<file path="config.mk">
export PLATFORM = sky130hd
export DESIGN_NAME = sbt_target
export DESIGN_NICKNAME = d
export VERILOG_FILES = /design/src/rtl/sbt_pkg.sv /design/src/rtl/sbt_capture.sv /design/src/rtl/sbt_seq.sv /design/src/rtl/sbt_regs.sv /design/src/rtl/sbt_target.sv
export SDC_FILE = /design/constraint.sdc
export NUM_CORES = 1
export LEC_CHECK = 0
export BUFFER_PORTS_ARGS = -buffer_cell sky130_fd_sc_hd__buf_4
export CAP_MARGIN = 30
export CORE_MARGIN = 2
export CORE_UTILIZATION = 61
export CTS_CLUSTER_DIAMETER = 50
export DETAILED_ROUTE_END_ITERATION = 6
export PLACE_DENSITY = 0.91
export SLEW_MARGIN = 40
export SYNTH_ARGS = -nofsm -noshare
export SYNTH_HDL_FRONTEND = slang
export SYNTH_SLANG_ARGS = --single-unit
</file>
<file path="constraint.sdc">
create_clock -name clk_i -period 11.43 [get_ports clk_i]
set_clock_uncertainty 0.1 [all_clocks]
set_input_delay 2.286 -clock clk_i [delete_from_list [all_inputs] [get_ports clk_i]]
set_output_delay 2.286 -clock clk_i [all_outputs]
set_load 0.05 [all_outputs]
</file>
<file path="src/rtl/sbt_pkg.sv">
package sbt_pkg;
  parameter int unsigned SBT_AW = 8;

  typedef struct packed {
    logic [SBT_AW-1:0] addr;
    logic              wr;
    logic              dma;
    logic              lock;
    logic [1:0]        blen;
  } cyc_t;
endpackage

</file>
<file path="src/rtl/sbt_capture.sv">
module sbt_capture
  import sbt_pkg::*;
(
  input  logic clk_i,
  input  logic rst_ni,
  input  logic ads_ni,
  input  logic sel_i,
  input  cyc_t cyc_i,
  input  logic busy_i,
  input  logic done_i,
  output logic start_o,
  output cyc_t start_cyc_o,
  output logic pend_o,
  output logic perr_o
);
  logic hit, free;
  logic pend_v_q;
  cyc_t pend_q;
  logic perr_q;

  assign hit  = !ads_ni && sel_i;
  assign free = !busy_i || done_i;

  // held cycle has priority over a fresh strobe
  assign start_o     = free && (pend_v_q || hit);
  assign start_cyc_o = pend_v_q ? pend_q : cyc_i;
  assign pend_o      = pend_v_q;
  assign perr_o      = perr_q;

  always_ff @(posedge clk_i or negedge rst_ni) begin
    if (!rst_ni) begin
      pend_v_q <= 1'b0;
      pend_q   <= '0;
      perr_q   <= 1'b0;
    end else begin
      perr_q <= hit && !free && pend_v_q;
      if (free) begin
        pend_v_q <= pend_v_q && hit;
        if (pend_v_q && hit) pend_q <= cyc_i;
      end else if (hit && !pend_v_q) begin
        pend_v_q <= 1'b1;
        pend_q   <= cyc_i;
      end
    end
  end


  perr_src_chk: assert property (@(posedge clk_i) disable iff (!rst_ni)
    perr_o |-> $past(pend_v_q));
endmodule

</file>
<file path="src/rtl/sbt_seq.sv">
module sbt_seq
  import sbt_pkg::*;
#(
  parameter int unsigned WAIT_ST = 2
) (
  input  logic clk_i,
  input  logic rst_ni,
  input  logic start_i,
  input  cyc_t start_cyc_i,
  output logic busy_o,
  output logic ready_o,
  output logic done_o,
  output cyc_t cur_o
);
  localparam int unsigned WCW = (WAIT_ST > 0) ? $clog2(WAIT_ST + 1) : 1;
  localparam logic [WCW-1:0] WLOAD = WCW'(WAIT_ST);

  logic           act_q;
  cyc_t           cur_q;
  logic [1:0]     rem_q;
  logic [WCW-1:0] wcnt_q;

  assign busy_o  = act_q;
  assign ready_o = act_q && (wcnt_q == '0);
  assign done_o  = ready_o && (rem_q == 2'd0);
  assign cur_o   = cur_q;

  always_ff @(posedge clk_i or negedge rst_ni) begin
    if (!rst_ni) begin
      act_q  <= 1'b0;
      cur_q  <= '0;
      rem_q  <= '0;
      wcnt_q <= '0;
    end else if (start_i) begin
      act_q  <= 1'b1;
      cur_q  <= start_cyc_i;
      rem_q  <= start_cyc_i.blen;
      wcnt_q <= WLOAD;
    end else if (act_q) begin
      if (wcnt_q != '0) begin
        wcnt_q <= wcnt_q - 1'b1;
      end else if (rem_q == 2'd0) begin
        act_q <= 1'b0;
      end else begin
        rem_q           <= rem_q - 2'd1;
        cur_q.addr[1:0] <= cur_q.addr[1:0] + 2'd1;
      end
    end
  end


  first_word_chk: assert property (@(posedge clk_i) disable iff (!rst_ni)
    start_i |=> (ready_o == (WAIT_ST == 0)));

  burst_gapless_chk: assert property (@(posedge clk_i) disable iff (!rst_ni)
    (ready_o && rem_q != 2'd0) |=> ready_o);

  burst_wrap_chk: assert property (@(posedge clk_i) disable iff (!rst_ni)
    (ready_o && rem_q != 2'd0) |=>
      (cur_q.addr[1:0] == $past(cur_q.addr[1:0]) + 2'd1) &&
      $stable(cur_q.addr[SBT_AW-1:2]));
endmodule

</file>
<file path="src/rtl/sbt_regs.sv">
module sbt_regs #(
  parameter int unsigned DATA_W = 32,
  parameter int unsigned DEPTH  = 16,
  localparam int unsigned IDX_W = $clog2(DEPTH)
) (
  input  logic              clk_i,
  input  logic              we_i,
  input  logic [IDX_W-1:0]  idx_i,
  input  logic [DATA_W-1:0] wdata_i,
  output logic [DATA_W-1:0] rdata_o
);
  logic [DATA_W-1:0] mem_q [DEPTH];

  always_ff @(posedge clk_i) begin
    if (we_i) mem_q[idx_i] <= wdata_i;
  end

  assign rdata_o = mem_q[idx_i];
endmodule

</file>
<file path="src/rtl/sbt_target.sv">
module sbt_target
  import sbt_pkg::*;
#(
  parameter int unsigned DATA_W = 32,
  parameter int unsigned DEPTH  = 16,
  parameter int unsigned WAIT_ST = 2,
  parameter logic [SBT_AW-1:0] BASE_ADDR = 8'hA0
) (
  input  logic              clk_i,
  input  logic              rst_ni,
  input  logic              ads_ni,
  input  logic [SBT_AW-1:0] addr_i,
  input  logic              wr_i,
  input  logic              dma_i,
  input  logic              lock_i,
  input  logic [1:0]        blen_i,
  input  logic [DATA_W-1:0] wdata_i,
  output logic [DATA_W-1:0] rdata_o,
  output logic              ready_o,
  output logic              lock_o,
  output logic              dma_o,
  output logic              perr_o
);
  localparam int unsigned IDX_W = $clog2(DEPTH);

  logic sel, start, busy, done, pend, ready;
  cyc_t bus_cyc, start_cyc, cur;
  logic [DATA_W-1:0] mem_rd;

  assign sel     = addr_i[SBT_AW-1:IDX_W] == BASE_ADDR[SBT_AW-1:IDX_W];
  assign bus_cyc = '{addr: addr_i, wr: wr_i, dma: dma_i, lock: lock_i, blen: blen_i};

  sbt_capture i_capture (
    .clk_i, .rst_ni, .ads_ni,
    .sel_i       (sel),
    .cyc_i       (bus_cyc),
    .busy_i      (busy),
    .done_i      (done),
    .start_o     (start),
    .start_cyc_o (start_cyc),
    .pend_o      (pend),
    .perr_o      (perr_o)
  );

  sbt_seq #(.WAIT_ST(WAIT_ST)) i_seq (
    .clk_i, .rst_ni,
    .start_i     (start),
    .start_cyc_i (start_cyc),
    .busy_o      (busy),
    .ready_o     (ready),
    .done_o      (done),
    .cur_o       (cur)
  );

  sbt_regs #(.DATA_W(DATA_W), .DEPTH(DEPTH)) i_regs (
    .clk_i,
    .we_i    (ready && cur.wr),
    .idx_i   (cur.addr[IDX_W-1:0]),
    .wdata_i (wdata_i),
    .rdata_o (mem_rd)
  );

  assign ready_o = ready;
  assign rdata_o = (ready && !cur.wr) ? mem_rd : '0;
  assign lock_o  = busy && cur.lock;
  assign dma_o   = busy && cur.dma;


  unselected_idle_chk: assert property (@(posedge clk_i) disable iff (!rst_ni)
    (!ads_ni && !sel && !busy && !pend) |=> !busy);
endmodule

</file>
==> out/metrics.csv <==
stage,metric,value,unit
timing,rsz0062_at_grt,no,
finish,fin_nets,1068,
clock_network,ctsHoldBuffers,0,
placed_design,place_area,21700,sq um
die,die_x,187,um
synth,synthesis.nets,952,
grt,antenna_found_initial,1,
die,fp-row-count,66,
finish,drive_gt1_frac,0.333,
worst_hold_path,hold_class,reg -> reg,
grt,grt_max_degree,62,
finish,synthToLayoutAreaGrowth,14.1,%
clock_network,clkSlewWorstSetupHoldPaths,0.06,ns
setup_path,required,9.04,ns
timing,relSlewSlack,0.516,
timing,period_needed,6.40,ns
clock_network,clk_path_buf_depth,3,
drt,drtIter0Drc,1471,
grt,grt_overflow,0,
grt,track_usage,0.297,
clock_network,post_cts_resized,0,
grt,grt_first_pass_wirelength,73700,um
clock_network,cts_buffers,50,
clock_network,h-tree-depth,2,
drt,route.vias.total,10300,
synth,syn_area,20400,sq um
clock_network,cts_tree,yes,
setup_path,worstPathArrival,4.01,ns
die,pin_count,84,
clock_network,insertion_delay,0.56,ns
clock_network,cts.sinks,535,
placed_design,dp.cells,1404,
timing,setup_viol,0,
timing,whs,0.407,ns
timing,setup-tns-final,0,ns
die,die_h,187,um
synth,synth-seq-cells,535,
placed_design,dp_hpwl,24200,um
job,cap_violations,0,
drt,ant_nets,0,
grt,grt_pass1_vias,11100,
synth,yosysUniqueCellTypes,32,
setup_path,start_kind,flop,
setup_path,criticalPathCategory,reg -> out,
finish,stdcell_area,23300,sq um
drt,wl,50700,um
clock_network,cts-root-buf,clkbuf_16,
drt,drc,0,
clock_network,cts_setup_buffers,0,
power_and_ir_drop,peakVddDrop,0.123,mV
timing,clock.fmax,156,MHz
setup_path,worstPathMaxFanout,36,
die,initial_utilization,0.624,
status,status,"complete, no violations",
drt,viasPerCell,6.86,
finish,final_cells,1498,
timing,hold_violations,0,
synth,yosys_warnings,0,
placed_design,place_congestion,0.725,
synth,syn_inst,898,
timing,tightest_slew,0.727,ns
synth,seq_area_frac_synth,0.782,
placed_design,io_buffer_count,83,
die,dieArea,34900,sq um
timing,period_share,0.560,
drt,wl_per_cell,33.9,um
die,core,32700,sq um
timing,slew_viol_final,0,
drt,first_pass_iters,5,
setup_path,end_kind,primary output,
power_and_ir_drop,leakage,7.59,nW
power_and_ir_drop,cellPowerDensity,210,nW/um^2
synth,synth_area_per_cell,22.7,sq um
[cell usage after synthesis]
cell type  count  area [sq um]
buf_6          8          90.1
and2_1         4          25.0
nor3_2         2          20.0
nand2_1       39           146
clkbuf_1      20          75.1
mux2_2        21           236
dfrtp_1       23           576
ha_1           6          75.1
xnor2_1        3          26.3
nor3_1         6          30.0
maj3_1         1          10.0
nor2_1        15          56.3
o221ai_1       1          8.76
and4_1         1          8.76
mux4_2       128          2880
a22oi_1       64           480
o31ai_1        1          7.51
and3_1         2          12.5
nor4_2         1          12.5
buf_4          4          30.0
xor2_1         1          8.76
edfxtp_1     512         15400
buf_1          4          15.0
buf_2          9          45.0
a221o_1        2          20.0
a21boi_2       1          11.3
nor2b_1        1          6.26
mux2i_1        4          40.0
inv_1          8          30.0
nor2_2         1          6.26
a41oi_1        1          8.76
nand2b_1       4          25.0
[registers in the layout, indices dropped and copies added (netlist names)]
register / flops
i_seq.busy_o: 1
i_seq.wcnt_q: 2
i_capture.pend_q: 9
i_capture.perr_o: 1
i_seq.rem_q: 2
i_regs.mem_q: 512
i_capture.pend_o: 1
i_seq.cur_o: 7
[layout make-up]
cell class | instances | area (sq um)
diodes | 1 | 2.50
clock buffers | 63 | 1320
clock inverters | 30 | 255
fillers | 1757 | 9430
inverters | 8 | 30.0
multi-input cells | 310 | 4300
flip-flops and latches | 535 | 16000
well taps | 442 | 553
repair buffers | 109 | 851
[cells by family after synthesis]
family,count (synthesis),synth area share
buffers and inverters,53,0.0140
DFF,535,0.782
AOI/OAI and AO/OA,70,0.0263
muxes,153,0.155
and+or+nand+nor,76,0.0171
adders and majority gates,7,0.00417
xor gates and xnor gates,4,0.00172
[layout by cell type, fill, tap and decap left out, drive strengths merged, types with 2 or more instances in the layout]
| cell type | instances |
|---|---|
| mux2i | 4 |
| xnor2 | 3 |
| mux2 | 21 |
| clkinv | 22 |
| mux4 | 128 |
| and2 | 4 |
| and3 | 2 |
| nand2b | 4 |
| edfxtp | 512 |
| inv | 11 |
| dfrtp | 23 |
| clkbuf | 63 |
| nor2 | 16 |
| nor3 | 8 |
| ha | 6 |
| a221o | 2 |
| a22oi | 64 |
| buf | 109 |
| nand2 | 39 |
| bufinv | 4 |
[metal layers]
layer  part of all wire  vias to the layer above  track usage
li1                   -                     4026            -
met3              0.097                      178       0.0505
met2               0.53                      786        0.521
met1               0.32                     5280        0.362
met5                  0                        -            0
met4              0.049                        0        0.146
[metrics by stage]
stage               worst slack [ns]  total power [W]  utilization
floorplan                       7.21          0.00305            -
global placement                5.74          0.00321        0.662
detailed placement              5.60          0.00328        0.663
CTS                             4.96          0.00490        0.711
global route                    4.80          0.00502        0.712
finish                          5.03          0.00488        0.712
[worst max-delay path, stage by stage, from the launching register on]
cell and delay [ns]:
dfrtp_4 0.75, buf_4 0.64, buf_4 0.72, mux4_2 0.65, a22oi_1 0.25, nand2_1 0.16, buf_4 0.22
[where the power goes]
group	switching, W	internal [W]
logic	0.000518	0.000462
clock network	0.000700	0.000912
registers	0.0000836	0.00220
[worst paths after layout]
kind                       depth (start not counted)                       endpoint  slack (ns)                        from
setup / recovery                                   6                    rdata_o[21]        5.03  i_seq.cur_o[5]$_DFFE_PN0P_
hold / removal                                     1     i_seq.cur_o[2]$_DFFE_PN0P_        0.41  i_seq.cur_o[2]$_DFFE_PN0P_
setup reg to reg                                   6  i_regs.mem_q[8][30]$_DFFE_PP_        8.48  i_seq.cur_o[6]$_DFFE_PN0P_
hold reg to reg                                    1     i_seq.cur_o[2]$_DFFE_PN0P_        0.41  i_seq.cur_o[2]$_DFFE_PN0P_
max in group asynchronous                          1     i_seq.cur_o[6]$_DFFE_PN0P_        9.45                      rst_ni
min in group asynchronous                          1     i_seq.cur_o[4]$_DFFE_PN0P_        1.52                      rst_ni
Power figures use the tool's default switching activity.
